$ cat config.mk
export PLATFORM = sky130hd
export DESIGN_NAME = ifir_interp
export DESIGN_NICKNAME = d
export VERILOG_FILES = /design/src/rtl/ifir_pkg.sv /design/src/rtl/ifir_strobe_gen.sv /design/src/rtl/ifir_lane.sv /design/src/rtl/ifir_out_sel.sv /design/src/rtl/ifir_interp.sv
export SDC_FILE = /design/constraint.sdc
export NUM_CORES = 1
export LEC_CHECK = 0
export BUFFER_PORTS_ARGS = -buffer_cell sky130_fd_sc_hd__buf_2
export CORE_UTILIZATION = 41
export CTS_CLUSTER_DIAMETER = 60
export CTS_CLUSTER_SIZE = 10
export DETAILED_ROUTE_END_ITERATION = 10
export GPL_TIMING_DRIVEN = 1
export PLACE_DENSITY = 0.61
export SLEW_MARGIN = 20
export SYNTH_ARGS = -nofsm -noshare
export SYNTH_HDL_FRONTEND = slang
export SYNTH_SLANG_ARGS = --single-unit
$ cat constraint.sdc
create_clock -name clk -period 9.7 [get_ports clk]
set_input_delay 1.455 -clock clk [delete_from_list [all_inputs] [get_ports clk]]
set_output_delay 1.455 -clock clk [all_outputs]
set_load 0.02 [all_outputs]
$ cat src/rtl/ifir_pkg.sv
package ifir_pkg;
  localparam int unsigned SMP_W  = 16;
  localparam int unsigned COEF_W = 16;
  typedef logic signed [SMP_W-1:0] smp_t;
endpackage

$ cat src/rtl/ifir_strobe_gen.sv
module ifir_strobe_gen #(
  parameter int unsigned RATE = 4
) (
  input  logic clk,
  input  logic rst_n,
  input  logic run,
  output logic strobe
);
  localparam int unsigned CNT_W = (RATE > 2) ? $clog2(RATE) : 1;
  localparam logic [CNT_W-1:0] LAST = CNT_W'(RATE - 1);

  logic [CNT_W-1:0] cnt_q, cnt_d;
  logic             at_last;

  assign at_last = (cnt_q == LAST);

  always_comb begin
    cnt_d = cnt_q;
    if (!run) begin
      cnt_d = '0;
    end else if (at_last) begin
      cnt_d = '0;
    end else begin
      cnt_d = cnt_q + CNT_W'(1);
    end
  end

  always_ff @(posedge clk or negedge rst_n) begin
    if (!rst_n) begin
      cnt_q <= '0;
    end else begin
      cnt_q <= cnt_d;
    end
  end

  assign strobe = run & at_last;
endmodule

$ cat src/rtl/ifir_lane.sv
module ifir_lane
  import ifir_pkg::*;
#(
  parameter int unsigned TAPS  = 4,
  parameter int unsigned SHIFT = 15,
  parameter logic [TAPS*COEF_W-1:0] COEFS = {TAPS{16'sd4096}}
) (
  input  logic clk,
  input  logic rst_n,
  input  logic run,
  input  logic step,
  input  logic admit,
  input  smp_t smp_in,
  output smp_t smp_out
);
  localparam int unsigned ACC_W = 2*SMP_W + $clog2(TAPS) + 1;
  localparam logic signed [ACC_W:0] HALF = (ACC_W+1)'(1) << (SHIFT-1);
  localparam logic signed [ACC_W:0] POS_LIM = (ACC_W+1)'(32767);
  localparam logic signed [ACC_W:0] NEG_LIM = -(ACC_W+1)'(32768);

  smp_t hist_q [TAPS];
  smp_t hist_d [TAPS];
  smp_t shifted [TAPS];
  smp_t res_q, res_d;

  logic signed [ACC_W-1:0] acc;
  logic signed [ACC_W:0]   biased;
  logic signed [ACC_W:0]   scaled;
  smp_t                    clamped;

  // history as it becomes after this strobe: a zero when not admitted
  always_comb begin
    shifted[0] = admit ? smp_in : '0;
    for (int k = 1; k < TAPS; k++) begin
      shifted[k] = hist_q[k-1];
    end
  end

  always_comb begin
    logic signed [ACC_W-1:0] ce;
    logic signed [ACC_W-1:0] xe;
    acc = '0;
    for (int k = 0; k < TAPS; k++) begin
      ce  = {{(ACC_W-COEF_W){COEFS[k*COEF_W+COEF_W-1]}}, COEFS[k*COEF_W +: COEF_W]};
      xe  = {{(ACC_W-SMP_W){shifted[k][SMP_W-1]}}, shifted[k]};
      acc = acc + ce * xe;
    end
  end

  // nearest, halves toward zero, then clamp
  always_comb begin
    biased = {acc[ACC_W-1], acc} + (acc[ACC_W-1] ? HALF : (HALF - (ACC_W+1)'(1)));
    scaled = biased >>> SHIFT;
    if (scaled > POS_LIM) begin
      clamped = 16'sh7FFF;
    end else if (scaled < NEG_LIM) begin
      clamped = 16'sh8000;
    end else begin
      clamped = scaled[SMP_W-1:0];
    end
  end

  always_comb begin
    hist_d = hist_q;
    res_d  = res_q;
    if (!run) begin
      for (int k = 0; k < TAPS; k++) hist_d[k] = '0;
      res_d = '0;
    end else if (step) begin
      hist_d = shifted;
      res_d  = clamped;
    end
  end

  always_ff @(posedge clk or negedge rst_n) begin
    if (!rst_n) begin
      for (int k = 0; k < TAPS; k++) hist_q[k] <= '0;
      res_q <= '0;
    end else begin
      hist_q <= hist_d;
      res_q  <= res_d;
    end
  end

  assign smp_out = res_q;
endmodule

$ cat src/rtl/ifir_out_sel.sv
module ifir_out_sel #(
  parameter int unsigned W = 32
) (
  input  logic         use_filt,
  input  logic         byp_valid,
  input  logic [W-1:0] byp_data,
  input  logic         flt_valid,
  input  logic [W-1:0] flt_data,
  output logic         sel_valid,
  output logic [W-1:0] sel_data
);
  always_comb begin
    if (use_filt) begin
      sel_valid = flt_valid;
      sel_data  = flt_data;
    end else begin
      sel_valid = byp_valid;
      sel_data  = byp_data;
    end
  end
endmodule

$ cat src/rtl/ifir_interp.sv
module ifir_interp
  import ifir_pkg::*;
#(
  parameter int unsigned RATE  = 4,
  parameter int unsigned LANES = 2,
  parameter int unsigned TAPS  = 4,
  parameter int unsigned SHIFT = 15,
  parameter logic [TAPS*COEF_W-1:0] COEFS = {TAPS{16'sd4096}}
) (
  input  logic                   clk,
  input  logic                   rst_n,
  input  logic                   active,
  input  logic                   in_valid,
  input  logic                   in_enable,
  input  logic [LANES*SMP_W-1:0] in_data,
  output logic                   out_valid,
  output logic                   out_enable,
  output logic [LANES*SMP_W-1:0] out_data
);
  localparam int unsigned BUS_W = LANES * SMP_W;

  logic             strobe;
  logic             admit;
  logic [BUS_W-1:0] filt_data;

  ifir_strobe_gen #(.RATE(RATE)) strobe_i (
    .clk    (clk),
    .rst_n  (rst_n),
    .run    (active),
    .strobe (strobe)
  );

  assign admit = strobe & in_valid;

  for (genvar l = 0; l < LANES; l++) begin : g_lane
    smp_t lane_out;
    ifir_lane #(.TAPS(TAPS), .SHIFT(SHIFT), .COEFS(COEFS)) lane_i (
      .clk     (clk),
      .rst_n   (rst_n),
      .run     (active),
      .step    (strobe),
      .admit   (admit),
      .smp_in  (in_data[l*SMP_W +: SMP_W]),
      .smp_out (lane_out)
    );
    assign filt_data[l*SMP_W +: SMP_W] = lane_out;
  end

  ifir_out_sel #(.W(BUS_W)) sel_i (
    .use_filt  (active),
    .byp_valid (in_valid),
    .byp_data  (in_data),
    .flt_valid (strobe),
    .flt_data  (filt_data),
    .sel_valid (out_valid),
    .sel_data  (out_data)
  );

  assign out_enable = in_enable;
endmodule

==> results of run 1 <==
-- logic make-up after synthesis --
group | synth area share
buf+inv | 0.0798
mux | 0.101
simple gates | 0.156
fa+ha+maj | 0.179
flops | 0.326
compound gates | 0.118
xor+xnor | 0.0395
-- area by class of cell --
type	instances	area, sq um	area share
Multi-Input combinational cell	731	5940	0.528
Sequential cell	130	3250	0.289
Inverter	159	597	0.0530
Clock buffer	19	443	0.0394
Tap cell	319	399	0.0355
Timing Repair Buffer	74	394	0.0350
Clock inverter	13	231	0.0206
-- worst max-delay path: cells and delay by family --
kind                       cells  cell delay (ns)
AOI/OAI and AO/OA              7             2.29
and+or+nand+nor                3             1.06
xor gates and xnor gates       1             0.34
adders and majority gates      4             1.68
buffers and inverters          3             0.77
-- sequential cells by signal, indices dropped and copies added (netlist names) --
signal / flops
g_lane.lane_i.smp_out: 32
strobe_i.cnt_q: 2
g_lane.lane_i.hist_q: 96
-- cells in the mapped netlist (all sizes together) (3+ instances only) --
library cell  instances
xnor2                25
nor2b                70
mux2                 31
o21ai                57
nor4b                 3
and3                  4
a31oi                20
nand3                 7
buf                   9
a21oi                41
or3                   5
nor4                  8
o21a                  4
o311ai                3
nand2b                6
ha                   37
clkbuf               37
dfrtp               130
a211oi                9
inv                 159
fa                   66
o211ai                8
and2                  5
nor3                 16
nand4                 5
xor2                 20
mux2i                66
a21o                 10
o311a                 4
or2                   4
o31ai                 6
o31a                  3
o22ai                 3
nor2                 37
nand2               123
-- worst paths after layout --
check,startpoint,endpoint,slack (ns),depth (start not counted)
max in group asynchronous,rst_n,g_lane[0].lane_i.hist_q[58],7.55,2
worst min register to register,strobe_i.cnt_q[0],strobe_i.cnt_q[0],0.49,1
worst max-delay path,active,g_lane[1].lane_i.smp_out[5],2.34,18
worst min-delay path,strobe_i.cnt_q[0],strobe_i.cnt_q[0],0.49,1
min in group asynchronous,rst_n,g_lane[1].lane_i.hist_q[41],1.08,1
worst max register to register,strobe_i.cnt_q[0],g_lane[1].lane_i.smp_out[5],2.71,18
-- metrics by stage --
step	cell area [sq um]	util	total power [mW]
4_1_cts	11300	0.475	1.48
2_1_floorplan	9970	-	0.672
3_5_place_dp	10600	0.447	0.727
6_report	11300	0.475	1.47
3_3_place_gp	10600	0.447	0.726
5_1_grt	11300	0.475	1.52
-- power groups by stage --
stage / logic [mW] / clock network, mW / registers [mW]
floorplan: 0.103 / 0 / 0.569
global placement: 0.152 / 0 / 0.574
detailed placement: 0.153 / 0 / 0.574
CTS: 0.154 / 0.763 / 0.564
global route: 0.169 / 0.787 / 0.566
finish: 0.152 / 0.749 / 0.564
-- placed cells by master (no fill, tap or decap), drive strengths merged, types with 10 or more instances in the layout --
master / instances
nand2: 123
nor3: 16
dfrtp: 130
mux2i: 66
mux2: 31
a31oi: 20
nor2: 37
inv: 160
buf: 74
o21ai: 57
fa: 66
a21o: 10
ha: 37
a21oi: 41
nor2b: 70
xnor2: 25
xor2: 20
clkbuf: 19
-- layer usage --
layer  GRT usage  share of wire  wire length, um  vias up
li1            -              -                -     3612
met1       0.249           0.48            10400     3604
met2       0.314           0.47            10300      145
met3      0.0345          0.032              710       26
met4      0.0586          0.018              398        0
met5           0              0                0        -
==> flow_metrics.py, run 1 <==
metrics = {
    "clock_network": {
        "clock-sinks": 130,
        "cts_buffer_depth": 2,
        "htreeDepth": 4,
        "path_clk_slew_ns": 0.06,
        "post_cts_buffers": 0,
        "holdBufCountCts": 0,
        "worst_skew_pair.late_latency_ns": 0.42,
        "cts_root_buf": "clkbuf_16",
        "numCtsBuffers": 17,
        "tritoncts": "done",
        "cts-resized-gates": 0,
    },
    "drt": {
        "post-route-drc-count": 0,
        "vias_per_cell": 5.11,
        "wl_um": 21900,
        "wl_per_cell_um": 15.1,
        "postRouteAntennaNets": 0,
        "dr_total_vias": 7387,
        "firstDrtPassIters": 4,
        "drt_iter0_markers": 327,
    },
    "floorplanning": {
        "core_area_sq_um": 23700,
        "dieHeight_um": 158,
        "ios": 71,
        "start_util": 0.421,
        "fp.dieArea_sq_um": 24900,
        "rows": 56,
        "dieWidth_um": 158,
    },
    "cells_and_area": {
        "syn_to_final_growth_pct": 12.9,
        "fill_cells": 2326,
        "fin_nets": 1253,
        "layout-drive-gt1-share": 0.142,
        "finalNonFillerCells": 1445,
        "antennaDiodeCount": 0,
    },
    "logic_synthesis": {
        "netlist.area_leader.share": 0.326,
        "yosysTopAreaCell": "dfrtp_1",
        "synth.distinct_cells": 71,
        "yosys_warnings": 0,
        "synth_enable_flop_cells": 0,
        "syn-mean-instance-area_sq_um": 9.35,
        "ys_async_sr_fraction": 1.00,
        "synth_seq_cells": 130,
        "ys_top_cells_by_area": "dfrtp_1, fa_1, mux2i_1, inv_1, ha_1",
        "ys.flop_type": "dfrtp_1",
        "synthCells": 1066,
        "synthesis.area_sq_um": 9970,
        "seq_area_frac_synth": 0.326,
        "synth.net_count": 1206,
    },
    "critical_path": {
        "crit_path_end_kind": "flip-flop",
        "crit_path_cell_trace": "buf_4 -> and3_1 -> buf_4 -> nand2_1 -> fa_1 -> inv_1 -> fa_1 -> ha_1 -> fa_1 -> a211oi_1 -> o31ai_2 -> o211ai_1 -> a21o_1 -> a32oi_1 -> xnor2_1 -> nor4b_4 -> a31oi_2 -> a21oi_1",
        "cp_slowest_cell": "and3_1",
        "worstSetupPathType": "in2reg",
        "critPathRequiredTime_ns": 9.96,
        "cp_max_fo": 50,
        "slowest_delay_ns": 0.81,
        "crit_top_cell": "fa_1",
        "crit_arrival_ns": 7.62,
        "startpoint_type": "primary input",
    },
    "timing": {
        "fin_ws_ns": 2.34,
        "fmax_ghz": 0.136,
        "whs_ns": 0.489,
        "worstMarginPinSlew_ns": 0.974,
        "finalSetupViolCount": 0,
        "drv_slew": 0,
        "rsz0062_at_grt": "no",
        "fin_crit_ns": 7.36,
        "hold_viol_final": 0,
        "skew_ns": 0.0156,
        "period_share": 0.759,
        "max-slew-margin-rel": 0.332,
        "finalSetupTns_ns": 0,
    },
    "power": {
        "p_seq_frac": 0.385,
        "p_switching_uw": 364,
        "switching_share": 0.248,
        "power_density_nw_per_um2": 130,
        "power.leakage_nw": 5.21,
        "pwr-share-comb": 0.104,
        "vdd_ir_drop_max_mv": 0.115,
        "intPower_mw": 1.10,
        "clkPwrFrac": 0.511,
    },
    "placement": {
        "place_ws_ns": 1.99,
        "place.gp.congestion": 0.848,
        "dp_cells": 1413,
        "numPortBuffers": 68,
        "hpwlAfterDp_um": 15400,
    },
    "global_route": {
        "first_global_vias": 7516,
        "grt_max_degree": 91,
        "antenna_found_initial": 0,
        "grt_usage": 0.189,
        "gr-total-overflow": 0,
        "grt_pass1_wl_um": 37200,
    },
    "flow_run": {
        "drv_cap": 0,
    },
    "status": {
        "outcome": "finished, final reports clean",
    },
    "hold_path": {
        "hold_class": "reg2reg",
    },
}
Note: power is estimated with default switching activity, not from simulation.
==> inputs of run 2 (changes only) <==
Settings changed: PLACE_DENSITY 0.61 to 0.63.
Clock period 9.7 ns to 6.4 ns, I/O delays scaled along.
==> run 2 against run 1 <==
Net effect: clock-buffer cell count rose by 6; sequential share of layout area grew 0.21 points; utilization fell by 0.34 points; sequential power rose by 52%; non-clock buffer count increased by 6; routed wire length rose by 1.2%; largest cell class unchanged.
==> flow_metrics.py, run 2 (synthesis gave the netlist of run 1 again) <==
metrics = {
    "critical_path": {
        "cp_max_fo": 12,
        "ff2ff_setup_slack_ns": 0.45,
        "startpoint_type": "primary input",
        "crit_path_end_kind": "flip-flop",
        "critPathRequiredTime_ns": 6.73,
        "reg2reg_to": "g_lane[0].lane_i.smp_out[6]",
        "worstSetupPathType": "in2reg",
        "cp-startpoint": "in_valid",
        "crit_arrival_ns": 6.35,
        "rr_worst_depth": 17,
        "r2r_start": "strobe_i.cnt_q[0]",
    },
    "hold_path": {
        "hold_class": "reg2reg",
        "hold_depth": 1,
        "hold_path.startpoint": "strobe_i.cnt_q[0]",
        "min_to": "strobe_i.cnt_q[0]",
    },
    "cells_and_area": {
        "fill_cells": 2336,
        "mostFrequentLayoutCells": "inv_1, dfrtp_1, nand2_1",
        "syn_to_final_growth_pct": 12.1,
        "antennaDiodeCount": 0,
        "post-route-util": 0.472,
        "regMostFlops": "g_lane.lane_i.hist_q",
        "multi_input_area_sq_um": 5940,
        "final_common_cell": "inv_1",
        "largest_reg_flops": 96,
        "fin_nets": 1259,
        "layout-drive-gt1-share": 0.142,
        "regArea_sq_um": 3250,
        "fin_area_sq_um": 11200,
    },
    "clock_network": {
        "cts_buffer_depth": 2,
        "cts-resized-gates": 0,
        "worst_skew_pair.late_latency_ns": 0.42,
        "numCtsBuffers": 17,
        "tritoncts": "done",
        "holdBufCountCts": 0,
        "path_clk_slew_ns": 0.06,
        "htreeDepth": 4,
        "post_cts_buffers": 0,
        "clock-sinks": 130,
        "cts_root_buf": "clkbuf_16",
    },
    "floorplanning": {
        "ios": 71,
        "fp.dieArea_sq_um": 24900,
        "dieWidth_um": 158,
        "rows": 56,
        "start_util": 0.421,
        "dieHeight_um": 158,
        "core_area_sq_um": 23700,
    },
    "placement": {
        "place.gp.congestion": 0.840,
        "hpwlAfterDp_um": 15800,
        "postPlaceCellArea_sq_um": 10600,
        "numPortBuffers": 68,
        "place_ws_ns": -0.0390,
    },
    "drt": {
        "post-route-drc-count": 0,
        "dr_total_vias": 7420,
        "firstDrtPassIters": 4,
        "postRouteAntennaNets": 0,
        "vias_per_cell": 5.12,
        "drt_iter0_markers": 421,
        "wl_per_cell_um": 15.3,
        "wl_um": 22100,
    },
    "timing": {
        "whs_ns": 0.492,
        "skew_ns": 0.00790,
        "finalSetupViolCount": 0,
        "worstMarginPinSlew_ns": 0.967,
        "rsz0062_at_grt": "no",
        "max-slew-margin-rel": 0.355,
        "fmax_ghz": 0.166,
        "hold_viol_final": 0,
        "fin_crit_ns": 6.02,
        "period_share": 0.941,
        "fin_ws_ns": 0.379,
        "drv_slew": 0,
    },
    "power": {
        "vdd_ir_drop_max_mv": 0.124,
        "p_seq_frac": 0.424,
        "pwr-share-comb": 0.115,
        "p_switching_uw": 521,
        "power.leakage_nw": 5.18,
        "clkPwrFrac": 0.461,
        "intPower_mw": 1.50,
        "switching_share": 0.258,
        "power_density_nw_per_um2": 181,
    },
    "flow_run": {
        "drv_cap": 0,
    },
    "global_route": {
        "grt_pass1_wl_um": 37500,
        "first_global_vias": 7618,
        "antenna_found_initial": 0,
        "grt_usage": 0.192,
        "grt_max_degree": 78,
        "gr-total-overflow": 0,
    },
    "status": {
        "outcome": "finished, final reports clean",
    },
}
==> run 2: final cells by class <==
class                   instances  share of cell area
inverters                     159              0.0534
flip-flops and latches        130               0.291
clock inverters                 5             0.00470
multi-input cells             731               0.531
repair buffers                 80              0.0393
well taps                     319              0.0357
clock buffers                  25              0.0443
==> run 2: worst max path at each step <==
| stage | to | slack [ns] | depth (start not counted) |
|---|---|---|---|
| after floorplan | g_lane[0].lane_i.smp_out[4] | 0.47 | 21 |
| after global placement | g_lane[0].lane_i.smp_out[11] | 0.22 | 17 |
| after detailed placement | g_lane[0].lane_i.smp_out[3] | -0.04 | 17 |
| after CTS | g_lane[0].lane_i.smp_out[6] | 0.40 | 17 |
| after global routing | g_lane[0].lane_i.smp_out[3] | 0.05 | 17 |
| final | g_lane[0].lane_i.smp_out[6] | 0.38 | 17 |
==> run 2: worst max-delay path, cell delays in order <==
cell and delay [ns]:
buf_2 0.08, and3_1 0.56, nand2_1 0.20, fa_1 0.53
inv_1 0.06, fa_1 0.46, ha_1 0.26, fa_1 0.44
a21o_1 0.22, a21oi_1 0.17, xnor2_1 0.18, nand2_1 0.09
or4_4 0.53, or3_1 0.51, nor4_4 0.38, nand4_2 0.39
a31oi_1 0.32
==> run 2: power by group through the flow <==
stage | clock network (mW) | registers (mW) | logic (mW)
detailed placement | 0 | 0.871 | 0.234
CTS | 0.953 | 0.857 | 0.236
floorplan | 0 | 0.863 | 0.156
global route | 0.986 | 0.858 | 0.258
finish | 0.931 | 0.856 | 0.232
global placement | 0 | 0.871 | 0.230
==> run 2: through the flow <==
step	instances	TNS [ns]	total power, mW
floorplan	1066	0	1.02
global placement	1419	0	1.10
detailed placement	1419	-0.131	1.11
CTS	1449	0	2.05
global route	1449	0	2.10
finish	1449	0	2.02
==> run 2: per-layer routing <==
metal / track usage / share of wire / up-vias
li1: - / - / 3629
met1: 0.241 / 0.46 / 3647
met2: 0.339 / 0.50 / 119
met3: 0.0339 / 0.028 / 25
met4: 0.0495 / 0.013 / 0
met5: 0 / 0 / -
